File: src/rtl/pwm_dp_pkg.sv
package pwm_dp_pkg;

  localparam int ADDR_W = 2;

  typedef enum logic [ADDR_W-1:0] {
    REG_CTRL  = 2'd0,
    REG_WIDTH = 2'd1,
    REG_THRES = 2'd2,
    REG_NONE  = 2'd3
  } reg_addr_e;

endpackage

File: src/rtl/pwm_dp_regs.sv
module pwm_dp_regs #(
  parameter int DATA_W   = 16,
  parameter int CNT_W    = 13,
  parameter int SHIFT_W  = 3,
  parameter int EN_BIT   = 15,
  parameter int LONG_BIT = 3
) (
  input  logic                 clk,
  input  logic                 rst,
  input  logic                 wr_en,
  input  logic [1:0]           wr_addr,
  input  logic [DATA_W-1:0]    wr_data,
  output logic                 en_o,
  output logic                 long_o,
  output logic [SHIFT_W-1:0]   shift_o,
  output logic [CNT_W-1:0]     width_o,
  output logic [CNT_W-1:0]     thres_o
);
  import pwm_dp_pkg::*;

  logic unused_data;
  assign unused_data = ^wr_data;

  reg_addr_e addr;
  assign addr = reg_addr_e'(wr_addr);

  always_ff @(posedge clk) begin
    if (rst) begin
      en_o    <= 1'b0;
      long_o  <= 1'b0;
      shift_o <= '0;
      width_o <= '0;
      thres_o <= '0;
    end else if (wr_en) begin
      case (addr)
        REG_CTRL: begin
          en_o    <= wr_data[EN_BIT];
          long_o  <= wr_data[LONG_BIT];
          shift_o <= wr_data[SHIFT_W-1:0];
        end
        REG_WIDTH: width_o <= wr_data[CNT_W-1:0];
        REG_THRES: thres_o <= wr_data[CNT_W-1:0];
        default: ;
      endcase
    end
  end

endmodule

File: src/rtl/pwm_dp_fixdiv.sv
module pwm_dp_fixdiv #(
  parameter int FIX_DIV = 1625
) (
  input  logic clk,
  input  logic rst,
  input  logic en_i,
  input  logic long_i,
  output logic tick_o
);
  localparam int FW = $clog2(FIX_DIV);
  localparam logic [FW-1:0] LAST = FW'(FIX_DIV - 1);

  logic [FW-1:0] cnt_q;

  always_ff @(posedge clk) begin
    if (rst || !en_i || !long_i) begin
      cnt_q <= '0;
    end else if (cnt_q == LAST) begin
      cnt_q <= '0;
    end else begin
      cnt_q <= cnt_q + 1'b1;
    end
  end

  always_comb begin
    if (!en_i)       tick_o = 1'b0;
    else if (long_i) tick_o = (cnt_q == LAST);
    else             tick_o = 1'b1;
  end

endmodule

File: src/rtl/pwm_dp_pow2div.sv
module pwm_dp_pow2div #(
  parameter int SHIFT_W = 3
) (
  input  logic               clk,
  input  logic               rst,
  input  logic               en_i,
  input  logic               tick_i,
  input  logic [SHIFT_W-1:0] shift_i,
  output logic               tick_o
);
  localparam int PW = (1 << SHIFT_W) - 1;

  logic [PW-1:0] cnt_q;
  logic [PW-1:0] mask;

  always_comb begin
    for (int i = 0; i < PW; i++) begin
      mask[i] = (i < int'(shift_i));
    end
  end

  always_ff @(posedge clk) begin
    if (rst || !en_i) begin
      cnt_q <= '0;
    end else if (tick_i) begin
      cnt_q <= cnt_q + 1'b1;
    end
  end

  assign tick_o = tick_i && ((cnt_q & mask) == mask);

endmodule

File: src/rtl/pwm_dp_core.sv
module pwm_dp_core #(
  parameter int CNT_W = 13
) (
  input  logic             clk,
  input  logic             rst,
  input  logic             en_i,
  input  logic             tick_i,
  input  logic [CNT_W-1:0] width_i,
  input  logic [CNT_W-1:0] thres_i,
  output logic [CNT_W-1:0] cnt_o,
  output logic [CNT_W-1:0] act_width_o,
  output logic [CNT_W-1:0] act_thres_o,
  output logic             wrap_o,
  output logic             pwm_o
);
  logic [CNT_W-1:0] cnt_q, wid_q, thr_q;

  assign wrap_o = tick_i && (cnt_q == wid_q);

  always_ff @(posedge clk) begin
    if (rst || !en_i) begin
      cnt_q <= '0;
      wid_q <= width_i;
      thr_q <= thres_i;
    end else if (wrap_o) begin
      cnt_q <= '0;
      wid_q <= width_i;
      thr_q <= thres_i;
    end else if (tick_i) begin
      cnt_q <= cnt_q + 1'b1;
    end
  end

  always_ff @(posedge clk) begin
    if (rst) pwm_o <= 1'b0;
    else     pwm_o <= en_i && (cnt_q < thr_q);
  end

  assign cnt_o       = cnt_q;
  assign act_width_o = wid_q;
  assign act_thres_o = thr_q;

endmodule

File: src/rtl/pwm_dual_prescaler.sv
module pwm_dual_prescaler #(
  parameter int DATA_W   = 16,
  parameter int CNT_W    = 13,
  parameter int SHIFT_W  = 3,
  parameter int FIX_DIV  = 1625,
  parameter int EN_BIT   = 15,
  parameter int LONG_BIT = 3
) (
  input  logic              clk,
  input  logic              rst,
  input  logic              wr_en,
  input  logic [1:0]        wr_addr,
  input  logic [DATA_W-1:0] wr_data,
  output logic              pwm_o
);
  logic               en_w, long_w, fix_tick_w, core_tick_w, wrap_w;
  logic [SHIFT_W-1:0] shift_w;
  logic [CNT_W-1:0]   width_w, thres_w, cnt_w, act_width_w, act_thres_w;

  pwm_dp_regs #(
    .DATA_W(DATA_W), .CNT_W(CNT_W), .SHIFT_W(SHIFT_W),
    .EN_BIT(EN_BIT), .LONG_BIT(LONG_BIT)
  ) regs_i (
    .clk(clk), .rst(rst), .wr_en(wr_en), .wr_addr(wr_addr), .wr_data(wr_data),
    .en_o(en_w), .long_o(long_w), .shift_o(shift_w),
    .width_o(width_w), .thres_o(thres_w)
  );

  pwm_dp_fixdiv #(.FIX_DIV(FIX_DIV)) fix_i (
    .clk(clk), .rst(rst), .en_i(en_w), .long_i(long_w), .tick_o(fix_tick_w)
  );

  pwm_dp_pow2div #(.SHIFT_W(SHIFT_W)) pow_i (
    .clk(clk), .rst(rst), .en_i(en_w), .tick_i(fix_tick_w),
    .shift_i(shift_w), .tick_o(core_tick_w)
  );

  pwm_dp_core #(.CNT_W(CNT_W)) core_i (
    .clk(clk), .rst(rst), .en_i(en_w), .tick_i(core_tick_w),
    .width_i(width_w), .thres_i(thres_w),
    .cnt_o(cnt_w), .act_width_o(act_width_w), .act_thres_o(act_thres_w),
    .wrap_o(wrap_w), .pwm_o(pwm_o)
  );

endmodule

File: config.mk
export PLATFORM = sky130hd
export DESIGN_NAME = pwm_dual_prescaler
export DESIGN_NICKNAME = d
export VERILOG_FILES = /design/src/rtl/pwm_dp_pkg.sv /design/src/rtl/pwm_dp_regs.sv /design/src/rtl/pwm_dp_fixdiv.sv /design/src/rtl/pwm_dp_pow2div.sv /design/src/rtl/pwm_dp_core.sv /design/src/rtl/pwm_dual_prescaler.sv
export SDC_FILE = /design/constraint.sdc
export NUM_CORES = 1
export LEC_CHECK = 0
export BUFFER_PORTS_ARGS = -buffer_cell sky130_fd_sc_hd__buf_2
export CAP_MARGIN = 20
export CORE_MARGIN = 1
export CORE_UTILIZATION = 55
export CTS_CLUSTER_DIAMETER = 120
export DETAILED_ROUTE_END_ITERATION = 16
export PLACE_DENSITY = 0.75
export SKIP_CTS_REPAIR_TIMING = 1
export SYNTH_ARGS = -nofsm -noshare
export SYNTH_HDL_FRONTEND = slang
export SYNTH_SLANG_ARGS = --single-unit
export TNS_END_PERCENT = 20
File: constraint.sdc
create_clock -name clk -period 3.15 [get_ports clk]
set_input_delay 0.1575 -clock clk [delete_from_list [all_inputs] [get_ports clk]]
set_output_delay 0.1575 -clock clk [all_outputs]
set_load 0.05 [all_outputs]
Word level (Yosys, flattened, before mapping). Index checks and enable logic that the tools add are counted.

Flip-flop bits (word level): 89. Output and inout port bits: 1. Logic and storage cells: 48.

Add/sub/neg operators: 3. Order comparisons: 8. Equality and inequality tests: 5. Muxes and demuxes: 6. Bitwise logic cells: 1. Reductions and logical operators: 14.

Operators with widths (number): 2-to-1 mux 13 bit (4); adder 13 x 1 -> 13 bit, second input constant (1); == test 13 bit (1); < comparator 13 bit (1); adder 11 x 1 -> 11 bit, second input constant (1); == test 11 bit, second input constant (1); < comparator 3 bit, first input constant (3); adder 7 x 1 -> 7 bit, second input constant (1); AND 7 bit (1); == test 7 bit (1); < comparator 1 x 3 -> 1 bit, first input constant (2); < comparator 2 x 3 -> 1 bit, first input constant (2); AND reduction 2 bit (3); OR reduction 2 bit (2); logical AND 1 bit (3); == test 2 x 1 -> 1 bit, second input constant (1); == test 2 bit, second input constant (1); zero test 1 bit (2); zero test 2 bit (1); logical OR 1 bit (2); 2-to-1 mux 1 bit (2); nonzero test 2 bit (1).

Longest topological paths before layout.
Word-level depth: 7. Mapped depth: 10. Depth with buffers taken out: 8.

By module. From an unflattened synthesis, not the netlist that was laid out.

Cell total of the unflattened synthesis: 369. Area, all modules: 4018.9 um2.

By module, submodules not included: pwm_dp_core (instances 1, cells an instance 150, area each 1838.0 um2, sequential area each 1061.0 um2); pwm_dp_regs (instances 1, cells an instance 120, area each 1293.7 um2, sequential area each 620.6 um2); pwm_dp_fixdiv (instances 1, cells an instance 59, area each 543.0 um2, sequential area each 220.2 um2); pwm_dp_pow2div (instances 1, cells an instance 40, area each 344.1 um2, sequential area each 140.1 um2).

Worst setup path before layout. Ideal clock, no wire load.

Path kind: register to register. Start point: reg fix_i.cnt_q[2]. End point: reg core_i.thr_q[0] (netlist: core_i.act_thres_o[0]), enable pin. Library setup time: 325 ps. Arrival time: 1971 ps. Required time: 2825 ps. Setup slack: 854 ps. Stages on the path, launching flop included: 7. Buffers on the path: 2. Period minus slack after synthesis: 2296 ps. Cell sequence: dfxtp_1 > or4b_4 > o41ai_4 > and4_1 > buf_6 > a31o_2 > buf_6.

Cells in the longest elaborated chain, start to end: 6.

Ends and longest elaborated chain: start, declared (RTL line pwm_dp_fixdiv.sv:13) `logic [FW-1:0] cnt_q;`; start signal, assigned (RTL line pwm_dp_fixdiv.sv:21) `cnt_q <= cnt_q + 1'b1;`; == test 11 bit (RTL line pwm_dp_fixdiv.sv:27) `else if (long_i) tick_o = (cnt_q == LAST);`; 2-to-1 mux 1 bit (RTL line pwm_dp_fixdiv.sv:27); 2-to-1 mux 1 bit (RTL line pwm_dp_fixdiv.sv:26) `if (!en_i) tick_o = 1'b0;`; logical AND 1 bit (RTL line pwm_dp_pow2div.sv:30) `assign tick_o = tick_i && ((cnt_q & mask) == mask);`; logical AND 1 bit (RTL line pwm_dp_core.sv:18) `assign wrap_o = tick_i && (cnt_q == wid_q);`; nonzero test 2 bit (no source line); end signal, assigned (RTL line pwm_dp_core.sv:24) `thr_q <= thres_i;`; end signal, assigned (RTL line pwm_dp_core.sv:28) `thr_q <= thres_i;`; end, declared (RTL line pwm_dp_core.sv:16) `logic [CNT_W-1:0] cnt_q, wid_q, thr_q;`.

Every way passes these cells. A chain may end at the register's enable or synchronous reset.

Worst setup path in the final report.
Start point: reg fix_i.cnt_q[2]. End point: reg core_i.thr_q[6] (netlist: core_i.act_thres_o[6]), enable pin.

The elaborated chain is that of the path after synthesis.

==> flow_summary.toml <==
[outcome]
status = "complete, no violations"

[layout]
syn2layout_area_growth_pct = 9.11
fin_cells = 485
final_cell_area_mm2 = 0.00417
layout_common_cells = "dfxtp_1 (63), nand2_1 (61), nor2_1 (38), a21oi_1 (29), edfxtp_1 (26)"
drive_gt1_frac = 0.125
fin_nets = 440
final_common_cell = "dfxtp_1"
antennaDiodeCount = 0

[global_routing]
grt_overflow = 0
antenna_found_initial = 0
grt.busiest_layer = "met2"
grt_max_degree = 32
grt_usage = 0.209
grt_pass1_vias = 2594
grt_first_pass_wirelength_um = 11700
grtUsageMet2 = 0.344
met1_usage = 0.270
grtUsageMet3 = 0.0418

[routing]
via_per_inst = 5.42
vias = 2631
ant_nets = 0
drt_iter0_markers = 126
route.detailed.drc = 0
wl_per_cell_um = 14.3
drt-total-wl_um = 6930
firstDrtPassIters = 4

[cts]
cts_max_level = 3
clk_transition_reported_paths_ns = 0.09
cts_sinks = 89
cts_buffer_depth = 2
cts_tree = "built"
clock_latency_ns = 0.35
clock_tree.root_cell = "clkbuf_8"
numCtsBuffers = 9

[timing]
rsz0062_at_grt = "false"
slew_headroom = 0.290
tns_ns = 0
slew_violations = 0
hold_viol_final = 0
fin_crit_sh = 0.746
setup_viol = 0
tightest_slew_ns = 1.06
clock_skew_ns = 0.0129
max_clock_freq_mhz = 425
layout_setup_ws_ns = 0.799
fin_crit_ns = 2.35

[power]
fin_total_pwr_mw = 2.10
powerDensity_mw_per_mm2 = 505
leakage_nw = 1.59
irDropWorstVdd_mv = 0.435
switching_power_mw = 0.484
switching_share = 0.230
p_clk_frac = 0.372
combinationalPowerShare = 0.048
power_frac_seq = 0.579
p_int_mw = 1.62

[synth]
synth_top_area_frac = 0.330
synthDistinctLibCells = 44
async_flop_share = 0
synth_top_area_cell = "dfxtp_1"
synth_ff_type = "dfxtp_1"
syn_avg_cell_area_um2 = 9.97
syn_area_mm2 = 0.00382
synth_edf_count = 26
synth.yosys.seq_area_share = 0.535
yosysWarnings = 0
syn_nets = 420
synthCells = 383
ys_seq_elements = 89
synth.area.top_cells = "dfxtp_1 (33%), edfxtp_1 (20%), nand2_1 (6.0%)"

[setup_path]
slowest_stage = "or4b_4"
critPathLaunchType = "flop"
crit_type = "flop to flop"
critical_path.top_delay_family = "simple AND/OR/NAND/NOR gates"
crit_required_ns = 3.20
crit_chain = "or4b_4, o41ai_4, and4_1, a31o_2, buf_4"
worstPathArrival_ns = 2.40
crit_fanout = 17
slowest_delay_ns = 0.57
critPathBufInv = 1
endpoint_kind = "flop"

[min_path]
hold_path.class = "input pin to flop"

[die]
start_util = 0.584
die_w_um = 85.3
chipHeight_um = 85.3
io_pins = 22
die_area_mm2 = 0.00728
coreArea_mm2 = 0.00653
num_rows = 29

[placed_design]
dp_slack_ns = 0.807
dpl-instance-area_mm2 = 0.00397
dp_hpwl_um = 4790
place_congestion = 0.859
dp_cells = 469
port_buffers = 19

[job]
maxCapViolations = 0
-- registers in the layout (all words and copies together) (netlist names) --
name                flops
core_i.pwm_o            1
regs_i.thres_o         13
core_i.cnt_o           13
pow_i.cnt_q             7
fix_i.cnt_q            11
regs_i.en_o             1
core_i.act_width_o     13
regs_i.shift_o          3
regs_i.long_o           1
core_i.act_thres_o     13
regs_i.width_o         13
-- power groups by stage --
stage	registers [mW]	logic [mW]	clock network, mW
floorplan	1.24	0.0687	0
global placement	1.24	0.0972	0
detailed placement	1.25	0.101	0
CTS	1.22	0.102	0.793
global route	1.22	0.113	0.845
finish	1.22	0.102	0.783
-- tightest hold or removal path, cell delays in order --
cell and delay, ns:
buf_2 0.08, a21oi_1 0.05, nor2_1 0.07
-- cells by family (layout without fill, tap and decap cells) --
kind of cell	after synthesis	count (layout)	share of synthesized area
adder cells (fa/ha/maj)	16	16	0.0524
flip-flops	89	89	0.535
AO/OA/AOI/OAI	45	45	0.0724
AND/OR/NAND/NOR	157	157	0.196
XOR/XNOR	39	39	0.0895
multiplexers	6	6	0.0157
buffers and inverters	31	56	0.0393
-- cell usage after synthesis, types with 2 or more instances --
cell type	instances
buf_6	2
and3b_1	2
nor2_1	38
o21ai_0	5
edfxtp_1	26
and2b_2	2
nand2b_1	2
xnor2_1	14
buf_2	2
a21oi_1	29
nand4_1	14
nand3b_1	2
clkbuf_1	8
xor2_1	25
a21o_1	3
nor3_1	3
dfxtp_1	63
a211oi_1	2
and3_1	4
inv_1	17
nand2_1	61
nand3_1	12
ha_1	16
and2_2	2
and2_1	3
mux2i_1	6
nor2_2	3
-- path summary, 6_finish.rpt --
check	from	cells past startpoint	slack (ns)	end
hold reg to reg	regs_i.width_o[4]	0	0.44	core_i.act_width_o[4]
setup / recovery	fix_i.cnt_q[2]	5	0.80	core_i.act_thres_o[6]
setup reg to reg	fix_i.cnt_q[2]	5	0.80	core_i.act_thres_o[6]
hold / removal	wr_data[15]	3	0.04	regs_i.en_o
-- layer usage --
metal  routed length, µm  part of all wire
met3                 190             0.027
met2                3270              0.47
met1                3370              0.49
met5                   0                 0
met4                 110             0.016
-- layout make-up --
class / instances / area (µm²)
fillers: 529 / 2370
flip-flops and latches: 89 / 2040
multi-input cells: 263 / 1630
repair buffers: 23 / 138
clock buffers: 9 / 124
well taps: 77 / 96.3
clock inverters: 7 / 76.3
inverters: 17 / 63.8
-- stage by stage --
step                      hold slack (ns)   util
final                              0.0407  0.638
after global routing               0.0299  0.638
after CTS                          0.0318  0.638
after detailed placement            0.409  0.607
after global placement              0.402  0.607
after floorplan                     0.227      -
(Power assumes the default switching activity.)
